**src/rtl/temp_kelvin_calc.sv**
```systemverilog
module temp_kelvin_calc #(
  parameter int RAW_W    = 23,
  parameter int CAL_W    = 32,
  parameter int W        = 48,
  parameter int SLOPE    = 259,
  parameter int CORR_NUM = 97,
  parameter int CORR_DEN = 100,
  parameter int OFFSET   = 8,
  parameter int T_MIN    = 263,
  parameter int T_MAX    = 410,
  parameter int C_SHIFT  = 273
) (
  input  logic                    clk,
  input  logic                    rst_n,
  input  logic                    cal_load,
  input  logic signed [CAL_W-1:0] cal_a,
  input  logic signed [CAL_W-1:0] cal_b,
  input  logic signed [CAL_W-1:0] cal_c,
  input  logic                    live_we,
  input  logic [RAW_W-1:0]        live_raw,
  input  logic                    start,
  output logic                    busy,
  output logic                    done,
  output logic                    div_err,
  output logic                    out_of_range,
  output logic signed [W-1:0]     kelvin,
  output logic signed [W-1:0]     celsius
);
  localparam int CW = $clog2(W + 1);
  localparam logic signed [W-1:0] GAIN   = W'(CORR_NUM * SLOPE);
  localparam logic [W-1:0]        DEN2   = W'(CORR_DEN);
  localparam logic signed [W-1:0] OFS    = W'(OFFSET);
  localparam logic signed [W-1:0] LO     = W'(T_MIN);
  localparam logic signed [W-1:0] HI     = W'(T_MAX);
  localparam logic signed [W-1:0] CSHIFT = W'(C_SHIFT);

  typedef enum logic [1:0] {S_IDLE, S_DIV1, S_DIV2} st_t;
  st_t st;

  logic signed [CAL_W-1:0] ca, cb, cc;
  logic [RAW_W-1:0]        lv;
  logic [W-1:0]            rem, quo, dvs;
  logic [CW-1:0]           cnt;
  logic                    neg;

  logic signed [W-1:0] lv_x, cb_x, ca_x, cc_x, num, den;
  assign lv_x = {{(W-RAW_W){lv[RAW_W-1]}}, lv};
  assign cb_x = {{(W-CAL_W){cb[CAL_W-1]}}, cb};
  assign ca_x = {{(W-CAL_W){ca[CAL_W-1]}}, ca};
  assign cc_x = {{(W-CAL_W){cc[CAL_W-1]}}, cc};
  assign num  = (lv_x - cb_x) * GAIN;
  assign den  = cc_x - ca_x;

  logic [W-1:0] num_mag, den_mag;
  assign num_mag = num[W-1] ? W'(-num) : W'(num);
  assign den_mag = den[W-1] ? W'(-den) : W'(den);

  logic [W:0]   shifted, trial;
  logic         take;
  logic [W-1:0] next_rem, next_quo;
  assign shifted  = {rem, quo[W-1]};
  assign trial    = shifted - {1'b0, dvs};
  assign take     = !trial[W];
  assign next_rem = take ? trial[W-1:0] : shifted[W-1:0];
  assign next_quo = {quo[W-2:0], take};

  logic signed [W-1:0] q_fin, k_new;
  assign q_fin = neg ? -$signed(next_quo) : $signed(next_quo);
  assign k_new = q_fin + OFS;

  assign busy    = (st != S_IDLE);
  assign celsius = kelvin - CSHIFT;

  always_ff @(posedge clk or negedge rst_n) begin
    if (!rst_n) begin
      st           <= S_IDLE;
      ca           <= '0;
      cb           <= '0;
      cc           <= '0;
      lv           <= '0;
      rem          <= '0;
      quo          <= '0;
      dvs          <= '0;
      cnt          <= '0;
      neg          <= 1'b0;
      done         <= 1'b0;
      div_err      <= 1'b0;
      kelvin       <= '0;
      out_of_range <= 1'b1;
    end else begin
      done    <= 1'b0;
      div_err <= 1'b0;
      if (cal_load) begin
        ca <= cal_a;
        cb <= cal_b;
        cc <= cal_c;
      end
      if (live_we) lv <= live_raw;
      case (st)
        S_IDLE: if (start) begin
          if (den == '0) begin
            done    <= 1'b1;
            div_err <= 1'b1;
          end else begin
            rem <= '0;
            quo <= num_mag;
            dvs <= den_mag;
            neg <= num[W-1] ^ den[W-1];
            cnt <= CW'(W);
            st  <= S_DIV1;
          end
        end
        S_DIV1: begin
          quo <= next_quo;
          if (cnt == CW'(1)) begin
            rem <= '0;
            dvs <= DEN2;
            cnt <= CW'(W);
            st  <= S_DIV2;
          end else begin
            rem <= next_rem;
            cnt <= cnt - CW'(1);
          end
        end
        S_DIV2: begin
          rem <= next_rem;
          quo <= next_quo;
          cnt <= cnt - CW'(1);
          if (cnt == CW'(1)) begin
            kelvin       <= k_new;
            out_of_range <= (k_new < LO) || (k_new > HI);
            done         <= 1'b1;
            st           <= S_IDLE;
          end
        end
        default: st <= S_IDLE;
      endcase
    end
  end
endmodule

```
**config.mk**
```make
export PLATFORM = sky130hd
export DESIGN_NAME = temp_kelvin_calc
export DESIGN_NICKNAME = d
export VERILOG_FILES = /design/src/rtl/temp_kelvin_calc.sv
export SDC_FILE = /design/constraint.sdc
export NUM_CORES = 2
export LEC_CHECK = 0
export BUFFER_PORTS_ARGS = -buffer_cell sky130_fd_sc_hd__buf_2
export CORE_MARGIN = 1.5
export CORE_UTILIZATION = 40
export DETAILED_ROUTE_END_ITERATION = 10
export PLACE_DENSITY_LB_ADDON = 0.08
export SKIP_LAST_GASP = 1
export SYNTH_ARGS = -nofsm -noshare
export SYNTH_HDL_FRONTEND = slang
export SYNTH_SLANG_ARGS = --single-unit
```
**constraint.sdc**
```tcl
create_clock -name clk -period 10.4 [get_ports clk]
set_input_delay 2.6 -clock clk [delete_from_list [all_inputs] [get_ports clk]]
set_output_delay 2.6 -clock clk [all_outputs]
set_load 0.005 [all_outputs]
```
After elaboration in Yosys (flattened, before gate mapping):

Cells that the tools add are included.

* register bits after elaboration: 323
* output and inout port bits: 100
* input port bits: 124
* word-level logic and storage cells: 79

* add/sub/neg operators: 9
* mux-type cells: 29
* $lt $le $gt $ge: 2
* $mul: 1
* bitwise gates (word level): 2
* eq/ne operators: 7
* reduce and logical (&&, ||, !) cells: 15

Operators with widths (number)
* $mux 48: 12
* $pmux 48 s2: 2
* $pmux 48 s3: 1
* $neg 48->48: 2
* $sub 49x48->49: 1
* $add 48x5->48 const B: 1
* $gt 48x10->1 const B: 1
* $logic_not 48->1: 1
* $lt 48x10->1 const B: 1
* $mul 33x16->48 const B: 1
* $neg 33->48: 1
* $sub 48x10->48 const B: 1
* $sub 23x32->33: 1
* $sub 32x32->33: 1
* $mux 6: 3
* $pmux 6 s3: 1
* $reduce_and 3->1: 3
* $mux 2: 4
* $ne 2x2->1 const B: 4
* $reduce_and 4->1: 2
* $eq 6x1->1 const B: 1
* $pmux 2 s3: 1
* $reduce_bool 2->1: 3
* $sub 6x1->6 const B: 1
* 12 further kinds: 15

Longest topological paths before layout:

* depth in word-level cells: 7
* mapped depth: 41
* gate-level depth less buffers: 38

Worst setup path after synthesis:

No wires, ideal clock.

* path kind: register -> register
* start point: register cb[1]
* end point: register quo[46]
* arrival time: 8965 ps
* path buffers: 1
* setup slack: 1305 ps
* clock period less this slack: 9095 ps
* library setup time: 130 ps
* stages on the path, launching flop included: 39
* required time: 10270 ps
* cell sequence: dfrtp_1 inv_1 ha_1 nor2b_1 o21ai_0 a21boi_0 o21ai_0 a21boi_0 o21ai_0 a21boi_0 nor2_1 o21ai_0 a21oi_1 xnor2_1 ha_1 ha_1 ha_1 xor2_1 [3 not listed] fa_1 inv_1 ha_1 clkbuf_1 a21o_1 a21o_1 a21oi_1 nor2_1 a211oi_1 o21a_1 xnor2_1 nor4_1 nand2_1 or4_1 or4b_1 o41ai_1 xnor2_1 o211ai_1

* cells in the longest elaborated chain, start to end: 7

RTL lines
* start, declared: RTL line 40 `logic signed [CAL_W-1:0] ca, cb, cc;`
* start signal, assigned: RTL line 95 `cb <= cal_b;`
* $sub 23x32->33 (*): RTL line 51 `assign num = (lv_x - cb_x) * GAIN;`
* $mul 33x16->48 (*): RTL line 51
* $neg 48->48: RTL line 55 `assign num_mag = num[W-1] ? W'(-num) : W'(num);`
* $mux 48 (*): RTL line 55
* $mux 48 (*): RTL line 101 `if (den == '0) begin`
* $mux 48 (*): RTL line 100 `S_IDLE: if (start) begin`
* $pmux 48 s2 (*): RTL line 99 `case (st)`
* end signal, assigned: RTL line 106 `quo <= num_mag;`
* end signal, assigned: RTL line 114 `quo <= next_quo;`
* end signal, assigned: RTL line 127 `quo <= next_quo;`
* end, declared: RTL line 42 `logic [W-1:0] rem, quo, dvs;`

Mark *: on every way between the ends. The rest lies on a longest branch, timed or not. The select of a mux whose other input is x is not followed.
A chain may end at the register's enable or synchronous reset.

Worst setup path in the final report:

* start point: register cb[0]
* end point: register quo[46]

Same word-level chain as after synthesis.

==> reports/results.tsv <==
metric	value	unit
final-setup-viol-count	0	
clk_latency	590	ps
rows	105	
grt.busiest_layer	met1	
die_y	291	µm
ys_seq_elements	323	
h-tree-depth	2	
synth_edf_count	0	
finalHoldViolCount	0	
crit_top_cell	ha_1	
dp_slack	209	ps
cts_sinks	323	
critPathMaxStageDelay	590	ps
die_x	291	µm
wl_per_cell	16.2	µm
firstDrtPassIters	6	
dpl-instance-area	35500	µm²
dieArea	84900	µm²
cp.arrival	10220	ps
n_fill_cell	8261	
max_freq	102	MHz
portBuffers	223	
post-dp-hpwl	66200	µm
yosys.area.top_type	dfrtp_1	
yosys-top-cells-area	dfrtp_1, ha_1, fa_1, xnor2_1, inv_1	
start_util	40.5	%
grt_pass1_vias	25529	
area_delta_synth_final	10.9	%
yosysMostFrequentCell	inv_1	
synthFlopType	dfrtp_1	
drt_iter0_drc	1489	
syn_area_per_cell	8.45	µm²
clock_skew	36.2	ps
gp_congestion	0.853	
relSlewSlack	32.6	%
grt-ovfl-total	0	
ys_async_sr_fraction	100	%
cap_violations	0	
tightest_slew	1010	ps
use_met1	31.0	%
ys_types	102	
ys_warn_count	0	
finalSetupTns	0	ps
cts_tree	yes	
grt_use_met3	1.82	%
postLayoutCoreUtil	44.9	%
grt_pass1_wl	139000	µm
root_buffer	clkbuf_16	
grtUsageTotal	19.6	%
fin_ws	622	ps
cp-end-kind	flop	
vias	27058	
synth_top_area_share	24.2	%
fin_crit_sh	94.0	%
hold_path.class	reg2reg	
grt_max_degree	140	
crit_family	adder cells	
fin_area	36900	µm²
drive_gt1_share	11.6	%
cp_max_fo	6	
critical_path_class	reg2reg	
timing.final.crit_period	9780	ps
core_region_area	82100	µm²
io_pins	224	
crit_path_start_kind	flop	
synth.cell_area	33200	µm²
clk_pin_slew	60	ps
grt_use_met2	28.7	%
numCtsBuffers	40	
totalWireLength	84300	µm
via_per_inst	5.21	
maxSlewViolCount	0	
detail-route-antenna-nets	0	
status	finished, final reports clean	
slowest_stage	fa_1	
ys_seq_area_share	24.3	%
cp.required	10850	ps
antenna_found_initial	1	
syn_inst	3935	
finalNetCount	4686	
yosys-top-cells-count	inv_1, nand2_1, ha_1	
max-clock-path-buffers	3	
crit_buf_inv	2	
drc	0	
synth_fp_nets	4526	
==> worst paths after layout <==
check	start	endpoint	slack [ps]	cells after the start
min in group asynchronous	rst_n	rem[36]$_DFFE_PN0P_	1980	1
setup / recovery	cb[0]$_DFFE_PN0P_	quo[46]$_DFFE_PN0P_	620	33
setup reg to reg	cb[0]$_DFFE_PN0P_	quo[46]$_DFFE_PN0P_	620	33
hold / removal	dvs[45]$_DFFE_PN0P_	dvs[45]$_DFFE_PN0P_	480	1
hold reg to reg	dvs[45]$_DFFE_PN0P_	dvs[45]$_DFFE_PN0P_	480	1
max in group asynchronous	rst_n	cb[23]$_DFFE_PN0P_	6480	3
==> layout by cell type (no fill, tap or decap), types with 65 or more instances in the layout <==
| cell | instances |
|---|---|
| o21ai_0 | 215 |
| buf_2 | 221 |
| o31ai_1 | 69 |
| a21o_1 | 87 |
| ha_1 | 355 |
| nand2_1 | 370 |
| nor3_1 | 105 |
| mux2_2 | 65 |
| xnor2_1 | 183 |
| nand3_1 | 73 |
| xor2_1 | 140 |
| dfrtp_1 | 321 |
| nor2_1 | 224 |
| a21oi_1 | 216 |
| inv_1 | 424 |
| fa_1 | 111 |
| nand2b_1 | 66 |
==> registers in the layout (all words and copies together) (netlist names) <==
name,flops
kelvin,48
cnt,6
ca,32
div_err,1
dvs,48
quo,48
neg,1
st,2
out_of_range,1
cc,32
done,1
rem,48
cb,32
lv,23
==> layout make-up <==
| type | instances | area, µm² | share of cell area [%] |
|---|---|---|---|
| antenna | 1 | 2.50 | 0.00679 |
| clock buffer | 53 | 1110 | 3.01 |
| clock inverter | 16 | 180 | 0.489 |
| inverter | 428 | 1610 | 4.36 |
| multi-input combinational | 3034 | 23100 | 62.5 |
| sequential | 323 | 8090 | 21.9 |
| tap | 1070 | 1340 | 3.63 |
| timing repair buffer | 268 | 1490 | 4.05 |
==> kinds of logic (layout without fill, tap and decap cells) <==
kind of cell	Yosys count	count (layout)	share of synthesized area [%]
simple gates	1179	1179	17.8
flops	323	323	24.3
fa+ha+maj	467	467	20.1
xor+xnor	334	334	8.89
other cells	0	1	0
mux	96	96	3.14
compound gates	958	958	19.1
buf+inv	578	765	6.70
==> stage by stage <==
| stage | hold WS, ps | instances |
|---|---|---|
| 2_1_floorplan | 450 | 3935 |
| 3_3_place_gp | 467 | 5122 |
| 3_5_place_dp | 467 | 5122 |
| 4_1_cts | 486 | 5191 |
| 5_1_grt | 496 | 5192 |
| 6_report | 483 | 5193 |
==> per-layer routing <==
metal  vias to the layer above  wire length, µm
met5                         -                0
met4                         0             1230
met3                        56             2960
met2                       468            34600
met1                     12418            45500
li1                      14116                -
==> worst register-to-register path: cells and delay by family (launching register included) <==
family	cells	cell delay [ps]
AOI/OAI and AO/OA	10	2250
and+or+nand+nor	8	2180
xor gates and xnor gates	4	1110
buffers and inverters	2	110
DFF	1	380
adders and majority gates	9	3620
==> what timing repair did <==
| action | CTS | global route |
|---|---|---|
| endpoints found under the hold margin | 0 | 0 |
| gates resized for setup | 0 | 20 |
| hold buffers | 0 | 0 |
| setup buffers | 0 | 1 |
| setup endpoints to repair | 0 | 48 |
Power is not shown: default switching activity piles up to over one toggle a cycle in this logic, so the estimate is an artifact.
